File: config.mk
export PLATFORM = sky130hd
export DESIGN_NAME = roi_stop_ctrl
export DESIGN_NICKNAME = d
export VERILOG_FILES = /design/src/rtl/roi_pkg.sv /design/src/rtl/roi_delay_timer.sv /design/src/rtl/roi_readout_seq.sv /design/src/rtl/roi_stop_ctrl.sv
export SDC_FILE = /design/constraint.sdc
export NUM_CORES = 1
export LEC_CHECK = 0
export CORE_MARGIN = 5
export CORE_UTILIZATION = 55
export CTS_BUF_LIST = sky130_fd_sc_hd__clkbuf_8
export CTS_CLUSTER_DIAMETER = 60
export DETAILED_ROUTE_END_ITERATION = 10
export DONT_BUFFER_PORTS = 1
export HOLD_SLACK_MARGIN = 0.12
export PLACE_DENSITY_LB_ADDON = 0.05
export SYNTH_ARGS = -nofsm -noshare
export SYNTH_HDL_FRONTEND = slang
export SYNTH_SLANG_ARGS = --single-unit
File: constraint.sdc
create_clock -name clk -period 3.99 [get_ports clk]
set_input_delay 1.197 -clock clk [delete_from_list [all_inputs] [get_ports clk]]
set_output_delay 1.197 -clock clk [all_outputs]
set_load 0.02 [all_outputs]
File: src/rtl/roi_pkg.sv
package roi_pkg;
    typedef enum logic [1:0] {
        S_ARMED = 2'd0,
        S_DELAY = 2'd1,
        S_READ  = 2'd2
    } roi_state_e;
endpackage

File: src/rtl/roi_delay_timer.sv
// Counts down the post-trigger write latency in write-clock cycles.
module roi_delay_timer #(
    parameter int DLY_W = 16
) (
    input  logic             clk,
    input  logic             rst_n,
    input  logic             load_i,
    input  logic [DLY_W-1:0] load_val_i,
    output logic             last_o
);
    logic [DLY_W-1:0] cnt_q;

    always_ff @(posedge clk) begin
        if (!rst_n) begin
            cnt_q <= '0;
        end else if (load_i) begin
            cnt_q <= load_val_i;
        end else if (cnt_q != '0) begin
            cnt_q <= cnt_q - 1'b1;
        end
    end

    assign last_o = (cnt_q == DLY_W'(1));


    cnt_dec_chk: assert property (@(posedge clk) disable iff (!rst_n)
        (!load_i && cnt_q != '0) |=> (cnt_q == $past(cnt_q) - 1'b1));
endmodule

File: src/rtl/roi_readout_seq.sv
// Paces the window readout: one cell every RD_DIV clocks, from the base cell onwards, wrapping.
module roi_readout_seq #(
    parameter int CELLS  = 1024,
    parameter int RD_DIV = 6,
    localparam int IDX_W = $clog2(CELLS),
    localparam int LEN_W = IDX_W + 2,
    localparam int DIV_W = (RD_DIV > 1) ? $clog2(RD_DIV) : 1
) (
    input  logic             clk,
    input  logic             rst_n,
    input  logic             start_i,
    input  logic [IDX_W-1:0] base_i,
    input  logic [LEN_W-1:0] len_i,
    output logic             strobe_o,
    output logic [IDX_W-1:0] cell_o,
    output logic             done_o
);
    logic             active_q;
    logic [DIV_W-1:0] div_q;
    logic [LEN_W-1:0] off_q;
    logic             tick;
    logic [IDX_W:0]   sum;
    logic [IDX_W-1:0] cell_d;

    assign tick   = active_q && (div_q == DIV_W'(RD_DIV - 1));
    assign done_o = tick && (off_q == len_i - 1'b1);
    assign sum    = {1'b0, base_i} + off_q[IDX_W:0];

    always_comb begin
        if (sum >= (IDX_W+1)'(CELLS)) begin
            cell_d = IDX_W'(sum - (IDX_W+1)'(CELLS));
        end else begin
            cell_d = sum[IDX_W-1:0];
        end
    end

    always_ff @(posedge clk) begin
        if (!rst_n) begin
            active_q <= 1'b0;
            div_q    <= '0;
            off_q    <= '0;
            strobe_o <= 1'b0;
            cell_o   <= '0;
        end else begin
            strobe_o <= 1'b0;
            if (start_i) begin
                active_q <= 1'b1;
                div_q    <= '0;
                off_q    <= '0;
            end else if (active_q) begin
                if (tick) begin
                    div_q    <= '0;
                    strobe_o <= 1'b1;
                    cell_o   <= cell_d;
                    off_q    <= off_q + 1'b1;
                    if (done_o) begin
                        active_q <= 1'b0;
                    end
                end else begin
                    div_q <= div_q + 1'b1;
                end
            end
        end
    end


    strobe_single_chk: assert property (@(posedge clk) disable iff (!rst_n)
        strobe_o |=> !strobe_o);

    off_bound_chk: assert property (@(posedge clk) disable iff (!rst_n)
        active_q |-> (off_q < len_i));
endmodule

File: src/rtl/roi_stop_ctrl.sv
module roi_stop_ctrl #(
    parameter int CELLS  = 1024,
    parameter int DLY_W  = 16,
    parameter int RD_DIV = 6,
    localparam int IDX_W = $clog2(CELLS),
    localparam int LEN_W = IDX_W + 2
) (
    input  logic             clk,
    input  logic             rst_n,
    input  logic             trig_i,
    input  logic [DLY_W-1:0] delay_i,
    input  logic [LEN_W-1:0] win_len_i,
    output logic             wr_en_o,
    output logic [IDX_W-1:0] wr_ptr_o,
    output logic [IDX_W-1:0] stop_cell_o,
    output logic [IDX_W-1:0] rd_cell_o,
    output logic             rd_strobe_o,
    output logic             busy_o
);
    import roi_pkg::*;

    roi_state_e       st_q, st_d;
    logic             accept;
    logic             go_read;
    logic             dly_last;
    logic             rd_done;
    logic [IDX_W-1:0] ptr_q, ptr_nxt;
    logic [IDX_W-1:0] stop_q;
    logic [LEN_W-1:0] len_q, len_clamped;

    assign accept = (st_q == S_ARMED) && trig_i;
    assign go_read = (accept && (delay_i == '0)) || ((st_q == S_DELAY) && dly_last);
    assign ptr_nxt = (ptr_q == IDX_W'(CELLS - 1)) ? '0 : ptr_q + 1'b1;

    always_comb begin
        if (win_len_i == '0 || win_len_i > LEN_W'(CELLS)) begin
            len_clamped = LEN_W'(CELLS);
        end else begin
            len_clamped = win_len_i;
        end
    end

    // Next-state logic
    always_comb begin
        st_d = st_q;
        unique case (st_q)
            S_ARMED: if (accept) st_d = (delay_i == '0) ? S_READ : S_DELAY;
            S_DELAY: if (dly_last) st_d = S_READ;
            S_READ:  if (rd_done) st_d = S_ARMED;
            default: st_d = S_ARMED;
        endcase
    end

    // State register
    always_ff @(posedge clk) begin
        if (!rst_n) st_q <= S_ARMED;
        else        st_q <= st_d;
    end

    // Outputs decoded from state
    always_comb begin
        wr_en_o = 1'b0;
        busy_o  = 1'b1;
        unique case (st_q)
            S_ARMED: begin wr_en_o = 1'b1; busy_o = 1'b0; end
            S_DELAY: wr_en_o = 1'b1;
            S_READ:  wr_en_o = 1'b0;
            default: ;
        endcase
    end

    // Write pointer, stop latch, window latch
    always_ff @(posedge clk) begin
        if (!rst_n) begin
            ptr_q  <= '0;
            stop_q <= '0;
            len_q  <= LEN_W'(CELLS);
        end else begin
            if (wr_en_o) ptr_q <= ptr_nxt;
            if (go_read) stop_q <= ptr_nxt;
            if (accept)  len_q <= len_clamped;
        end
    end

    assign wr_ptr_o    = ptr_q;
    assign stop_cell_o = stop_q;

    roi_delay_timer #(.DLY_W(DLY_W)) u_dly (
        .clk       (clk),
        .rst_n     (rst_n),
        .load_i    (accept),
        .load_val_i(delay_i),
        .last_o    (dly_last)
    );

    roi_readout_seq #(.CELLS(CELLS), .RD_DIV(RD_DIV)) u_rd (
        .clk     (clk),
        .rst_n   (rst_n),
        .start_i (go_read),
        .base_i  (stop_q),
        .len_i   (len_q),
        .strobe_o(rd_strobe_o),
        .cell_o  (rd_cell_o),
        .done_o  (rd_done)
    );


    ptr_frozen_chk: assert property (@(posedge clk) disable iff (!rst_n)
        (st_q == S_READ) |=> $stable(ptr_q));

    zero_delay_chk: assert property (@(posedge clk) disable iff (!rst_n)
        (accept && delay_i == '0) |=> (st_q == S_READ));

    stop_hold_chk: assert property (@(posedge clk) disable iff (!rst_n)
        !go_read |=> $stable(stop_q));

    busy_ignore_chk: assert property (@(posedge clk) disable iff (!rst_n)
        (st_q == S_DELAY && trig_i && !dly_last) |=> (st_q == S_DELAY));
endmodule

* Yosys cells after proc, flatten, opt, wreduce, memory -nomap -nowiden
Cells that the tools add are included.
Widths: inputs -> output; s select.
** Word-level totals
- Logic and storage cells :: 67
- Flip-flop bits (word level) :: 77
- Input port bits :: 31
** Operators by class
- Muxes and demuxes :: 18
- Equal/unequal tests :: 9
- Reductions and logical operators :: 18
- $add $sub $neg :: 7
- Magnitude comparators :: 2
- Bitwise logic cells :: 3
** Operators by type and width (number)
- $mux 16 :: 2
- $mux 10 :: 2
- $eq 16x1->1 const B :: 1
- $logic_not 16->1 :: 1
- $reduce_bool 16->1 :: 1
- $sub 16x1->16 const B :: 1
- $add 12x1->12 const B :: 1
- $eq 12x12->1 :: 1
- $gt 12x11->1 const B :: 1
- $logic_not 12->1 :: 1
- $mux 12 :: 1
- $sub 12x1->12 const B :: 1
- $add 10x11->11 :: 1
- $ge 11x11->1 const B :: 1
- $add 10x1->10 const B :: 1
- $eq 10x10->1 const B :: 1
- $sub 10x1->10 const B :: 1
- $mux 2 :: 4
- $mux 1 :: 7
- $ne 2x2->1 const B :: 3
- $pmux 2 s3 :: 1
- $reduce_and 3->1 :: 2
- $logic_and 1x1->1 :: 5
- $reduce_or 2->1 :: 2
- 11 further kinds :: 14

* Logic depth before layout (Yosys ltp)
- Depth after elaboration :: 7
- Gate-level depth with buffers :: 9
- Gate-level depth less buffers :: 9

* Hierarchy
A second synthesis with hierarchy kept.
** Second synthesis, totals
- Cell total of the unflattened synthesis :: 511
- Area, all modules :: 4409.2 um^2
** Modules (own cells, without submodules)
- roi_readout_seq :: instances 1, sequential area each 540.5 um^2, cells each 230, area each 1895.6 um^2
- roi_stop_ctrl :: instances 1, sequential area each 680.7 um^2, cells each 170, area each 1545.2 um^2
- roi_delay_timer :: instances 1, sequential area each 320.3 um^2, cells each 111, area each 968.4 um^2

* Worst setup path before layout
Ideal clock, no wire load.
- Kind :: input to register
- From :: input trig_i
- To :: register u_rd.cell_o[4]
- Slack :: 1217 ps
- Library setup time :: 128 ps
- Path buffers :: 1
- Arrival time :: 2645 ps
- Stages :: 7
- Cell sequence :: nor2b_1 > nand2_1 > nor2_1 > a211oi_1 > clkbuf_1 > mux2i_1 > nor2_1
** On the way
- Longest elaborated chain between the ends :: 5
** Ends and longest elaborated chain
- from (decl) :: RTL line roi_stop_ctrl.sv:10 : input logic trig_i,
- $logic_and 1x1->1 :: RTL line roi_stop_ctrl.sv:31 : assign accept = (st_q == S_ARMED) && trig_i;
- $logic_and 1x1->1 :: RTL line roi_stop_ctrl.sv:32 : assign go_read = (accept && (delay_i == '0)) || ((st_q == S_DELAY) && dly_last);
- $logic_or 1x1->1 :: RTL line roi_stop_ctrl.sv:32
- $not 1->1 (no source line)
- $reduce_and 3->1 (no source line)
- to (signal assigned) :: RTL line roi_readout_seq.sv:54 : cell_o <= cell_d;
- to (decl) :: RTL line roi_readout_seq.sv:15 : output logic [IDX_W-1:0] cell_o,
Every way passes these cells.
A chain may end at the register's enable or synchronous reset.

* Final worst setup path
- From :: register len_q[3]
- To :: register u_rd.active_q
** On the way
- Longest elaborated chain between the ends :: 7
** Ends and longest elaborated chain
- from (decl) :: RTL line roi_stop_ctrl.sv:29 : logic [LEN_W-1:0] len_q, len_clamped;
- from (signal assigned) :: RTL line roi_stop_ctrl.sv:77 : len_q <= LEN_W'(CELLS);
- from (signal assigned) :: RTL line roi_stop_ctrl.sv:81 : if (accept) len_q <= len_clamped;
- $sub 12x1->12 :: RTL line roi_readout_seq.sv:26 : assign done_o = tick && (off_q == len_i - 1'b1);
- $eq 12x12->1 :: RTL line roi_readout_seq.sv:26
- $logic_and 1x1->1 :: RTL line roi_readout_seq.sv:26
- $mux 1 :: RTL line roi_readout_seq.sv:56 : if (done_o) begin
- $mux 1 :: RTL line roi_readout_seq.sv:51 : if (tick) begin
- $mux 1 :: RTL line roi_readout_seq.sv:50 : end else if (active_q) begin
- $mux 1 :: RTL line roi_readout_seq.sv:46 : if (start_i) begin
- to (signal assigned) :: RTL line roi_readout_seq.sv:39 : active_q <= 1'b0;
- to (signal assigned) :: RTL line roi_readout_seq.sv:47 : active_q <= 1'b1;
- to (signal assigned) :: RTL line roi_readout_seq.sv:57 : active_q <= 1'b0;
- to (decl) :: RTL line roi_readout_seq.sv:18 : logic active_q;
Every way passes these cells.

==> flow_metrics.tcl <==
set metrics [dict create \
    slew_violations 0 \
    grt.met2_usage_pct 34.7 \
    hold_buffers 0 \
    grt_max_degree 56 \
    relSlewSlack_pct 33.3 \
    yosys_warnings 0 \
    seqCellArea_um2 1540 \
    numCtsBuffers 9 \
    rsz0062_at_grt "false" \
    clock_sinks 77 \
    layout-drive-gt1-share_pct 5.50 \
    syn_nets 563 \
    crit_path_max_fanout 8 \
    p_total_uw 1790 \
    cts_resized 0 \
    tightestPinTransition_ns 0.993 \
    use_met3_pct 8.40 \
    num_vias 3586 \
    clock_latency_ns 0.36 \
    holdWs_ns 0.496 \
    drtIter0Drc 86 \
    cp-end-kind "flop" \
    diodes 0 \
    most-common-layout-cells "nor2_1 (78), dfxtp_1 (77), xnor2_1 (35)" \
    initial_core_util_pct 55.4 \
    cp-start-kind "flop" \
    syn_inst 515 \
    ant_nets 0 \
    fin_cells 611 \
    io_pins 64 \
    met1_usage_pct 27.6 \
    multi_input_area_um2 2540 \
    dp.cells 595 \
    cap_viol_max_count 0 \
    ys_async_sr_fraction_pct 0 \
    grt_overflow_total 0 \
    wl_per_cell_um 16.4 \
    max_freq_mhz 352 \
    final_common_cell "nor2_1" \
    hpwl_um 7320 \
    syn_area_um2 4220 \
    grt.busiest_layer "met2" \
    setup_tns_ns 0 \
    path_clk_slew_ns 0.08 \
    hold_class "flop to flop" \
    grt_pass1_wl_um 16900 \
    nets 552 \
    irDropWorstVdd_mv 0.199 \
    grt_pass1_vias 3439 \
    antenna_found_initial 0 \
    synth_flop_cell "dfxtp_1" \
    syn_area_per_cell_um2 8.19 \
    critPathArrivalTime_ns 3.04 \
    utilization_pct 59.2 \
    setup_violations 0 \
    p_leak_uw 0.00165 \
    die_h_um 97.6 \
    post_cts_buffers 0 \
    io_buffers 0 \
    synth-edff-count 0 \
    period_needed_ns 2.84 \
    cts_tree "built" \
    rows 32 \
    gp_congestion 0.928 \
    die-area_um2 9520 \
    area_delta_synth_final_pct 6.80 \
    path_class "flop to flop" \
    synth_cell_type_count 52 \
    cts_buffer_depth 2 \
    fin_skew_ns 0.0122 \
    drc 0 \
    post-route-period-util_pct 71.2 \
    core_area_um2 7610 \
    outcome "completed" \
    first_pass_iters 4 \
    cp.required_ns 4.19 \
    hold_viol_final 0 \
    yosysSeqAreaShare_pct 36.6 \
    htreeDepth 3 \
    power_density_nw_per_um2 398 \
    wl_um 10100 \
    grt_util_all_layers_pct 21.7 \
    viasPerCell 5.87 \
    ys_ff_latch 77 \
    clock-root-buffer "clkbuf_8" \
    die_w_um 97.6 \
    fillers 708 \
]
routing by layer:
layer / vias up / share of wire [%]
met4: 0 / 0.68
met5: - / 0
met1: 1667 / 44
met2: 89 / 48
met3: 7 / 7.8
li1: 1823 / -
power breakdown:
| part | internal, uW | switching, uW |
|---|---|---|
| sequential | 804 | 51.7 |
| clock | 374 | 310 |
| combinational | 106 | 147 |
| total | 1280 | 509 |
flip-flops by register name, summed over array words and instances, names as in the netlist:
| signal | count |
|---|---|
| len_q | 12 |
| wr_ptr_o | 10 |
| u_rd.strobe_o | 1 |
| u_dly.cnt_q | 16 |
| u_rd.off_q | 12 |
| u_rd.div_q | 3 |
| st_q | 2 |
| u_rd.active_q | 1 |
| u_rd.cell_o | 10 |
| stop_cell_o | 10 |
kinds of logic (layout without fill, tap and decap cells):
group,after synthesis,count (layout),synth area share (%)
XOR/XNOR,55,55,11.4
AO/OA/AOI/OAI,104,104,15.8
AND/OR/NAND/NOR,217,217,25.7
adder cells (fa/ha/maj),17,17,5.22
multiplexers,8,8,1.90
flip-flops,77,77,36.6
buffers and inverters,37,31,3.35
cells in the mapped netlist, types with 14 or more instances:
master    number  area [um2]
nor2_1        78         293
dfxtp_1       77        1540
xnor2_1       35         307
a21oi_1       34         170
nand2_1       27         101
nand3_1       22         110
clkbuf_1      21        78.8
o21ai_0       20         100
xor2_1        20         175
nor3_1        18        90.1
ha_1          16         200
a22oi_1       14         105
nor4_1        14        87.6
critical path: stages, from the launching register on:
cell	delay, ns
dfxtp_1	0.39
nor4_1	0.78
nand4b_1	0.21
xnor2_1	0.17
or4b_2	0.65
o41ai_1	0.38
a21oi_1	0.11
per-stage QoR:
step	setup WS, ns	instance area (um2)
finish	1.15	4500
floorplan	1.22	4220
global placement	1.04	4270
global route	0.892	4500
detailed placement	0.967	4270
CTS	1.15	4500
final cells by class:
cell class	count	share of cell area, %
Clock buffer	10	3.06
Timing Repair Buffer	2	0.333
Clock inverter	6	2.08
Inverter	13	1.08
Tap cell	102	2.83
Multi-Input combinational cell	401	56.4
Sequential cell	77	34.2
worst paths after layout:
check,start,endpoint,slack (ns),cells past startpoint
setup / recovery,len_q[3]$_SDFFE_PN0P_,u_rd.active_q$_SDFF_PN0_,1.15,6
hold reg to reg,u_dly.cnt_q[12]$_SDFFE_PN0P_,u_dly.cnt_q[12]$_SDFFE_PN0P_,0.50,2
hold / removal,u_dly.cnt_q[12]$_SDFFE_PN0P_,u_dly.cnt_q[12]$_SDFFE_PN0P_,0.50,2
setup reg to reg,len_q[3]$_SDFFE_PN0P_,u_rd.active_q$_SDFF_PN0_,1.15,6
No activity file was read; power rests on OpenSTA's default activity.
